### config.mk
export PLATFORM = sky130hd
export DESIGN_NAME = tmr_bank
export DESIGN_NICKNAME = d
export VERILOG_FILES = /design/src/rtl/tmr_pkg.sv /design/src/rtl/tmr_ctrl_reg.sv /design/src/rtl/tmr_status.sv /design/src/rtl/tmr_chan.sv /design/src/rtl/tmr_bank.sv
export SDC_FILE = /design/constraint.sdc
export NUM_CORES = 2
export LEC_CHECK = 0
export BUFFER_PORTS_ARGS = -buffer_cell sky130_fd_sc_hd__buf_2
export CORE_UTILIZATION = 45
export CTS_CLUSTER_SIZE = 10
export DETAILED_ROUTE_END_ITERATION = 8
export PLACE_DENSITY = 0.63
export SYNTH_ARGS = -nofsm -noshare
export SYNTH_HDL_FRONTEND = slang
export SYNTH_HIERARCHICAL = 1
export SYNTH_SLANG_ARGS = --single-unit
### constraint.sdc
create_clock -name clk -period 4.2 [get_ports clk]
set_clock_uncertainty 0.05 [all_clocks]
set_input_delay 0.63 -clock clk [delete_from_list [all_inputs] [get_ports clk]]
set_output_delay 0.63 -clock clk [all_outputs]
set_load 0.005 [all_outputs]
### src/rtl/tmr_pkg.sv
package tmr_pkg;
    localparam int NCH = 5;
    localparam int AW  = 8;
    localparam int DW  = 32;

    localparam logic [AW-1:0] ADDR_CTRL = 8'h08;
    localparam logic [AW-1:0] ADDR_STAT = 8'h44;

    typedef struct packed {
        logic start;
        logic upd;
        logic rld;
    } chan_ctl_t;

    // lowest bit of a channel's field in the control word
    function automatic int fld_lsb(input int ch);
        return (ch == 0) ? 0 : 4 + 4 * ch;
    endfunction

    // the last channel has a 3-bit field, reload sits one place lower
    function automatic int rld_pos(input int ch);
        return fld_lsb(ch) + ((ch == NCH - 1) ? 2 : 3);
    endfunction

    function automatic logic [AW-1:0] cnt_buf_addr(input int ch);
        return (ch == NCH - 1) ? 8'h3C : AW'(12 + 12 * ch);
    endfunction

    function automatic logic [AW-1:0] cmp_buf_addr(input int ch);
        return AW'(16 + 12 * ch);
    endfunction

    function automatic logic [AW-1:0] obs_addr(input int ch);
        return (ch == NCH - 1) ? 8'h40 : AW'(20 + 12 * ch);
    endfunction

    function automatic logic [DW-1:0] ctrl_mask();
        logic [DW-1:0] m;
        m = '0;
        for (int c = 0; c < NCH; c++) begin
            m[fld_lsb(c)]     = 1'b1;
            m[fld_lsb(c) + 1] = 1'b1;
            m[rld_pos(c)]     = 1'b1;
        end
        return m;
    endfunction
endpackage

### src/rtl/tmr_ctrl_reg.sv
module tmr_ctrl_reg
    import tmr_pkg::*;
(
    input  logic                 clk,
    input  logic                 rst,
    input  logic                 wr_en,
    input  logic [DW-1:0]        wdata,
    input  logic [NCH-1:0]       stop_req,
    output logic [DW-1:0]        word_q,
    output chan_ctl_t [NCH-1:0]  ctl
);
    localparam logic [DW-1:0] MASK = ctrl_mask();

    logic [DW-1:0] stop_bits;

    always_comb begin
        stop_bits = '0;
        for (int c = 0; c < NCH; c++) begin
            stop_bits[fld_lsb(c)] = stop_req[c];
        end
    end

    // a bus write replaces the whole word, so it wins over a one-shot stop
    always_ff @(posedge clk) begin
        if (rst)        word_q <= '0;
        else if (wr_en) word_q <= wdata & MASK;
        else            word_q <= word_q & ~stop_bits;
    end

    for (genvar g = 0; g < NCH; g++) begin : g_fld
        assign ctl[g].start = word_q[fld_lsb(g)];
        assign ctl[g].upd   = word_q[fld_lsb(g) + 1];
        assign ctl[g].rld   = word_q[rld_pos(g)];

        AST_ONESHOT_CLEARS_START: assert property (@(posedge clk) disable iff (rst)
            (!wr_en && stop_req[g]) |=> !word_q[fld_lsb(g)]);
    end
endmodule

### src/rtl/tmr_status.sv
module tmr_status
    import tmr_pkg::*;
(
    input  logic           clk,
    input  logic           rst,
    input  logic           clr_en,
    input  logic [NCH-1:0] clr_bits,
    input  logic [NCH-1:0] set_bits,
    output logic [NCH-1:0] stat_q
);
    logic [NCH-1:0] clr_eff;

    assign clr_eff = clr_en ? clr_bits : '0;

    // clear first, then set: a coincident expiry keeps its bit
    always_ff @(posedge clk) begin
        if (rst) stat_q <= '0;
        else     stat_q <= (stat_q & ~clr_eff) | set_bits;
    end

    for (genvar g = 0; g < NCH; g++) begin : g_chk
        AST_STAT_SET_WINS: assert property (@(posedge clk) disable iff (rst)
            set_bits[g] |=> stat_q[g]);
    end
endmodule

### src/rtl/tmr_chan.sv
module tmr_chan
    import tmr_pkg::*;
#(
    parameter int CW      = 32,
    parameter bit HAS_CMP = 1'b1
) (
    input  logic          clk,
    input  logic          rst,
    input  logic          tick,
    input  chan_ctl_t     ctl,
    input  logic          wr_cnt,
    input  logic          wr_cmp,
    input  logic [CW-1:0] wdata,
    output logic [CW-1:0] cnt_buf_q,
    output logic [CW-1:0] cmp_buf_q,
    output logic [CW-1:0] cnt_q,
    output logic          irq_q,
    output logic          lvl_q,
    output logic          stop_req
);
    logic consume;
    logic expire;

    assign consume  = ctl.start && !ctl.upd && tick;
    assign expire   = consume && (cnt_q == '0);
    assign stop_req = expire && !ctl.rld;

    always_ff @(posedge clk) begin
        if (rst)         cnt_buf_q <= '0;
        else if (wr_cnt) cnt_buf_q <= wdata;
    end

    always_ff @(posedge clk) begin
        if (rst)              cnt_q <= '0;
        else if (ctl.upd)     cnt_q <= cnt_buf_q;
        else if (expire) begin
            if (ctl.rld)      cnt_q <= cnt_buf_q;
        end
        else if (consume)     cnt_q <= cnt_q - CW'(1);
    end

    always_ff @(posedge clk) begin
        if (rst) irq_q <= 1'b0;
        else     irq_q <= expire;
    end

    if (HAS_CMP) begin : g_cmp
        logic [CW-1:0] cmp_q;

        always_ff @(posedge clk) begin
            if (rst)         cmp_buf_q <= '0;
            else if (wr_cmp) cmp_buf_q <= wdata;
        end

        always_ff @(posedge clk) begin
            if (rst)                       cmp_q <= '0;
            else if (ctl.upd)              cmp_q <= cmp_buf_q;
            else if (expire && ctl.rld)    cmp_q <= cmp_buf_q;
        end

        always_ff @(posedge clk) begin
            if (rst)                               lvl_q <= 1'b0;
            else if (consume && (cnt_q == cmp_q))  lvl_q <= ~lvl_q;
        end
    end else begin : g_nocmp
        logic unused_cmp;
        assign unused_cmp = wr_cmp;
        assign cmp_buf_q  = '0;
        assign lvl_q      = 1'b0;
    end

    AST_UPD_LOADS_BUF: assert property (@(posedge clk) disable iff (rst)
        $past(ctl.upd) |-> (cnt_q == $past(cnt_buf_q)));
    AST_HALT_HOLDS: assert property (@(posedge clk) disable iff (rst)
        (!ctl.start && !ctl.upd) |=> $stable(cnt_q));
    AST_TICK_DECREMENTS: assert property (@(posedge clk) disable iff (rst)
        (consume && (cnt_q != '0)) |=> (cnt_q == $past(cnt_q) - CW'(1)));
    AST_IRQ_FROM_ZERO: assert property (@(posedge clk) disable iff (rst)
        irq_q |-> (($past(cnt_q) == '0) && $past(tick)));
endmodule

### src/rtl/tmr_bank.sv
module tmr_bank
    import tmr_pkg::*;
#(
    parameter int CW = 32
) (
    input  logic           clk,
    input  logic           rst,
    input  logic           bus_wr,
    input  logic [AW-1:0]  bus_addr,
    input  logic [DW-1:0]  bus_wdata,
    output logic [DW-1:0]  bus_rdata,
    input  logic [NCH-1:0] tick_i,
    output logic [NCH-1:0] irq_o,
    output logic [NCH-1:0] cmp_lvl_o
);
    chan_ctl_t [NCH-1:0] ctl;
    logic [DW-1:0]       ctrl_word;
    logic [NCH-1:0]      stop_req;
    logic [NCH-1:0]      stat_q;
    logic [CW-1:0]       cntb [NCH];
    logic [CW-1:0]       cmpb [NCH];
    logic [CW-1:0]       cnt  [NCH];

    tmr_ctrl_reg u_ctrl (
        .clk      (clk),
        .rst      (rst),
        .wr_en    (bus_wr && (bus_addr == ADDR_CTRL)),
        .wdata    (bus_wdata),
        .stop_req (stop_req),
        .word_q   (ctrl_word),
        .ctl      (ctl)
    );

    tmr_status u_stat (
        .clk      (clk),
        .rst      (rst),
        .clr_en   (bus_wr && (bus_addr == ADDR_STAT)),
        .clr_bits (bus_wdata[NCH-1:0]),
        .set_bits (irq_set),
        .stat_q   (stat_q)
    );

    logic [NCH-1:0] irq_set;

    for (genvar g = 0; g < NCH; g++) begin : g_ch
        logic ch_irq;
        logic ch_lvl;
        logic ch_stop;

        tmr_chan #(
            .CW      (CW),
            .HAS_CMP (g < NCH - 1)
        ) u_chan (
            .clk       (clk),
            .rst       (rst),
            .tick      (tick_i[g]),
            .ctl       (ctl[g]),
            .wr_cnt    (bus_wr && (bus_addr == cnt_buf_addr(g))),
            .wr_cmp    (bus_wr && (g < NCH - 1) && (bus_addr == cmp_buf_addr(g))),
            .wdata     (bus_wdata[CW-1:0]),
            .cnt_buf_q (cntb[g]),
            .cmp_buf_q (cmpb[g]),
            .cnt_q     (cnt[g]),
            .irq_q     (ch_irq),
            .lvl_q     (ch_lvl),
            .stop_req  (ch_stop)
        );

        assign irq_o[g]     = ch_irq;
        assign cmp_lvl_o[g] = ch_lvl;
        assign stop_req[g]  = ch_stop;
        // expiry is visible one cycle early as the stop/reload condition;
        // the status register samples the registered pulse's cause directly
        assign irq_set[g]   = ch_stop || (ctl[g].rld && ctl[g].start && !ctl[g].upd
                                          && tick_i[g] && (cnt[g] == '0));
    end

    always_comb begin
        bus_rdata = '0;
        if (bus_addr == ADDR_CTRL) bus_rdata = ctrl_word;
        if (bus_addr == ADDR_STAT) bus_rdata = DW'(stat_q);
        for (int c = 0; c < NCH; c++) begin
            if (bus_addr == cnt_buf_addr(c)) bus_rdata = DW'(cntb[c]);
            if ((c < NCH - 1) && (bus_addr == cmp_buf_addr(c))) bus_rdata = DW'(cmpb[c]);
            if (bus_addr == obs_addr(c)) bus_rdata = DW'(cnt[c]);
        end
    end

    for (genvar g = 0; g < NCH; g++) begin : g_top_chk
        AST_IRQ_MATCHES_STAT: assert property (@(posedge clk) disable iff (rst)
            irq_o[g] |-> stat_q[g]);
    end
endmodule

Word level (Yosys, flattened, before mapping)
Index checks and enable logic that the tools add are counted.
- bits in registers: 622
- input port bits: 48
- bitwise gates (word level): 9
- equal/unequal tests: 25
- add/sub/neg operators: 5
- reductions and logical operators: 94
- mux-type cells: 46
- operators by type and width (cell ; count):
    $mux 32 ; 44
    $logic_not 32->1 ; 5
    $sub 32x1->32 const B ; 5
    $eq 32x32->1 ; 4
    $eq 8x6->1 const B ; 8
    $logic_and 1x1->1 ; 59
    $and 32x32->32 ; 1
    $eq 8x5->1 const B ; 4
    $not 21->32 ; 1
    $mux 23 ; 1
    $eq 8x4->1 const B ; 2
    $eq 8x7->1 const B ; 2
    $ne 3x3->1 const B ; 5
    $reduce_bool 3->1 ; 5
    $logic_not 1->1 ; 10
    $reduce_and 2->1 ; 5
    $reduce_bool 2->1 ; 4
    $and 5x5->5 ; 1
    $logic_or 1x1->1 ; 5
    $mux 5 ; 1
    $not 5->5 ; 1
    $or 5x5->5 ; 1
    $not 1->1 ; 4
    $reduce_or 2->1 ; 1

Logic depth before layout (Yosys ltp)
- word-level depth: 17
- gate-level depth with buffers: 10

By module
The synthesis kept the hierarchy.
- by module, submodules not included (module ; instances ; area an instance (µm²) ; cells each ; sequential area each (µm²)):
    tmr_chan (g_ch[0].u_chan ...) ; 4 ; 6140.9 ; 694 ; 2602.5
    tmr_bank ; 1 ; 5758.0 ; 894 ; 0.0
    tmr_chan (g_ch[4].u_chan) ; 1 ; 3564.7 ; 435 ; 1301.2
    tmr_ctrl_reg ; 1 ; 792.0 ; 86 ; 300.3
    tmr_status ; 1 ; 181.4 ; 20 ; 100.1

Worst setup path after synthesis
No wires, ideal clock.
- path kind: input port to flip-flop
- start point: input port bus_addr[2]
- end point: register g_ch[0].u_chan.cnt_buf_q[4]
- path buffers: 6
- library setup time: 0.128 ns
- stages: 10
- slack: 1.204 ns
- arrival: 2.818 ns
- path through: buf_2 -> nor4bb_1 -> clkbuf_1 -> buf_2 -> clkbuf_1 -> and3_1 -> clkbuf_1 -> buf_1 -> mux2i_1 -> nor2_1
- cells in the longest elaborated chain, start to end: 2
- RTL lines (element ; RTL line ; source):
    from (decl) ; tmr_bank.sv:9 ; input logic [AW-1:0] bus_addr,
    $eq 8x4->1 ; tmr_bank.sv:58 ; .wr_cnt (bus_wr && (bus_addr == cnt_buf_addr(g))),
    $logic_and 1x1->1 ; tmr_bank.sv:58 ;
    to (signal assigned) ; tmr_chan.sv:30 ; else if (wr_cnt) cnt_buf_q <= wdata;
    to (decl) ; tmr_chan.sv:14 ; output logic [CW-1:0] cnt_buf_q,
No other way between the ends.
A chain may end at the register's enable or synchronous reset.

Worst setup path after layout
- start point: input port bus_addr[4]
- end point: output port bus_rdata[8]
- cells in the longest elaborated chain, start to end: 17
- RTL lines (element ; RTL line ; source):
    $eq 8x4->1 ; tmr_bank.sv:80 ; if (bus_addr == ADDR_CTRL) bus_rdata = ctrl_word;
    $mux 32 ; tmr_bank.sv:80 ;
    $mux 32 ; tmr_bank.sv:81 ; if (bus_addr == ADDR_STAT) bus_rdata = DW'(stat_q);
    $mux 32 ; tmr_bank.sv:83 ; if (bus_addr == cnt_buf_addr(c)) bus_rdata = DW'(cntb[c]);
    $mux 32 ; tmr_bank.sv:84 ; if ((c < NCH - 1) && (bus_addr == cmp_buf_addr(c))) bus_rdata = DW'(cmpb[c]);
    $mux 32 ; tmr_bank.sv:85 ; if (bus_addr == obs_addr(c)) bus_rdata = DW'(cnt[c]);
    $mux 32 ; tmr_bank.sv:83 ;
    $mux 32 ; tmr_bank.sv:84 ;
    $mux 32 ; tmr_bank.sv:85 ;
    $mux 32 ; tmr_bank.sv:83 ;
    $mux 32 ; tmr_bank.sv:84 ;
    $mux 32 ; tmr_bank.sv:85 ;
    $mux 32 ; tmr_bank.sv:83 ;
    $mux 32 ; tmr_bank.sv:84 ;
    $mux 32 ; tmr_bank.sv:85 ;
    $mux 32 ; tmr_bank.sv:83 ;
    $mux 32 (*) ; tmr_bank.sv:85 ;
    to (decl) ; tmr_bank.sv:11 ; output logic [DW-1:0] bus_rdata,
Every way passes the cells marked *; elsewhere a longest branch is shown, timed or not.

==> key figures <==
Placement
  • DP Worst Slack: 169 ps
  • Port bufs: 88
  • Gpl congestion: 1.11
  • Final HPWL DP: 125 mm

Clock network
  • Sink Count: 605
  • CTS tree: done
  • Clk buf depth: 3
  • Root Driver: clkbuf_16
  • Cts hold-fix bufs: 0
  • Number of setup buffers added after CTS: 0
  • Worst skew pair latency: 640 ps
  • Clock slew at reported path FFs: 60 ps
  • Post_cts resized: 0
  • H-tree depth: 3
  • Total CTS buffers: 75

Logic synthesis
  • Mapped cell area: 0.0346 mm2
  • Cells after synthesis: 4,178
  • Syn Area/Cell: 8.29 um2
  • Synth warn: 6

Finish
  • Area grow syn2layout: 11.2%
  • Layout cells sized above 1: 0.112
  • Final #Nets: 4,199

GRT
  • Initial antenna violation count: 13
  • Vias in the first global route: 31,900
  • Gr usage total: 0.431
  • First-pass GRT wire length: 243 mm
  • GRT overflow: 0
  • Largest net degree at the start of global routing: 169

Route
  • Post-route ant nets: 0
  • Vias: 36,400
  • Post-route DRC: 0
  • WL/cell: 33.3 um
  • Initial drt markers: 6,527
  • Final WL: 174 mm
  • Drt first pass iters: 7
  • Vias per cell: 6.98

Worst setup path
  • Critical path class: in2out
  • CP Cell Sequence: buf_2 -> or4b_1 -> nor2_1 -> buf_4 -> a32oi_1 -> o21ai_0 -> o21ai_0 -> buf_2
  • CP Data Required Time: 3520 ps
  • CP top delay family: compound AO/OA/AOI/OAI gates
  • WP buf/inv: 3
  • Slowest cell on the critical path: or4b_1
  • CP arrival: 3570 ps
  • Crit Path Max Fanout: 17
  • Crit path largest cell delay: 730 ps
  • Crit path capture type: output port
  • CP Launch Type: input port

Outcome
  • Failing checks: setup timing
  • Run status: complete, but fails checks

STA
  • Final cycle utilization of the critical path: 1.01
  • Fin Setup TNS: -53.5 ps
  • Final setup viols: 1
  • Slew @ Worst Pin: 1100 ps
  • Shortest period the worst path allows: 4250 ps
  • Slew Viols, Final: 0
  • Final Hold Fails: 0
  • Top achievable clock speed: 235 MHz
  • Worst rel slew slack: 0.260
  • RSZ-0062 raised after global routing: no
  • Worst setup slack after layout: -53.5 ps

Worst hold path
  • HP Class: in2reg

Job
  • Maxcap violations: 0

Die
  • Row cnt: 101
  • Top Ports: 90
  • Die outline height: 279 um
  • Initial Util: 0.455
  • Core region area: 0.0761 mm2
  • Die Wd: 279 um
  • Full die area: 0.0780 mm2

Power and ir drop
  • Pwr dens: 328 mW/mm2
  • Leak pwr: 15.3 nW
  • Worst ir drop on vdd: 0.298 mV
flip-flops by register name, indices dropped and copies added (netlist names):
| register | count |
|---|---|
| g_ch.u_chan/lvl_q | 4 |
| u_ctrl/word_q | 15 |
| g_ch.u_chan/irq_q | 5 |
| u_stat/stat_q | 5 |
| g_ch.u_chan/g_cmp.cmp_q | 128 |
| g_ch.u_chan/cnt_q | 160 |
| g_ch.u_chan/cmp_buf_q | 128 |
| g_ch.u_chan/cnt_buf_q | 160 |
per-layer routing:
layer,track usage,share of wire,up-vias
li1,-,-,15400
met1,0.601,0.40,17700
met5,0,0.00036,-
met4,0.241,0.063,10
met2,0.594,0.40,2804
met3,0.116,0.13,532
where the power goes:
part           internal (W)  switching, W  total [W]  leakage [nW]
logic              0.000143      0.000538   0.000681          9.39
clock network       0.00357       0.00260    0.00617          1.09
registers           0.00574    0.00000873    0.00575          4.87
total               0.00946       0.00315     0.0126          15.3
cells in the final DEF (no fill, tap or decap), drive strengths merged, types with 16 or more instances in the layout:
master and instances:
nand4 43, nand2b 18, mux2i 437, inv 131, a22oi 19, clkbuf 100, o22ai 54, conb 18
nand2 158, buf 252, a221oi 33, o2bb2ai 18, or4 50, and3 42, nor2b 27, nor4 149
nand3 256, nor2 453, xor2 120, a32oi 16, a21oi 323, nor3 116, or3 21, o211ai 25
a31oi 21, a211oi 28, dfxtp 605, o21ai 287, o32ai 80
final cells by class:
cell class / count / area (um2)
diodes: 4 / 10.0
fillers: 7385 / 37600
multi-input cells: 3081 / 20400
clock buffers: 100 / 2080
clock inverters: 12 / 150
well taps: 1030 / 1290
repair buffers: 252 / 1970
flip-flops and latches: 605 / 12100
inverters: 131 / 492
worst paths after layout:
check | slack (ps) | end | startpoint | cells past startpoint
worst max-delay path | -50 | bus_rdata[8] | bus_addr[4] | 8
worst min-delay path | 300 | g_ch[3].u_chan/irq_q$_SDFF_PP0_ | tick_i[3] | 3
worst max register to register | 550 | u_stat/stat_q[1]$_SDFF_PP0_ | g_ch[1].u_chan/cnt_q[0]$_SDFFE_PP0P_ | 9
worst min register to register | 430 | g_ch[2].u_chan/lvl_q$_SDFFE_PP0P_ | g_ch[2].u_chan/lvl_q$_SDFFE_PP0P_ | 2
per-stage QoR:
stage / total power [W] / std cells / hold WS [ps] / cell area (um2) / util
floorplan: 0.00618 / 4194 / 401 / 34700 / -
global placement: 0.00652 / 5099 / 421 / 36200 / 0.476
detailed placement: 0.00652 / 5099 / 424 / 36200 / 0.476
CTS: 0.0126 / 5211 / 279 / 38500 / 0.506
finish: 0.0126 / 5215 / 296 / 38500 / 0.506
global route: 0.0128 / 5211 / 326 / 38500 / 0.506
tightest hold or removal path: stages:
cell	delay, ps
buf_2	130
nand3b_1	130
nor4_1	60
Note: power is estimated with default switching activity, not from simulation.
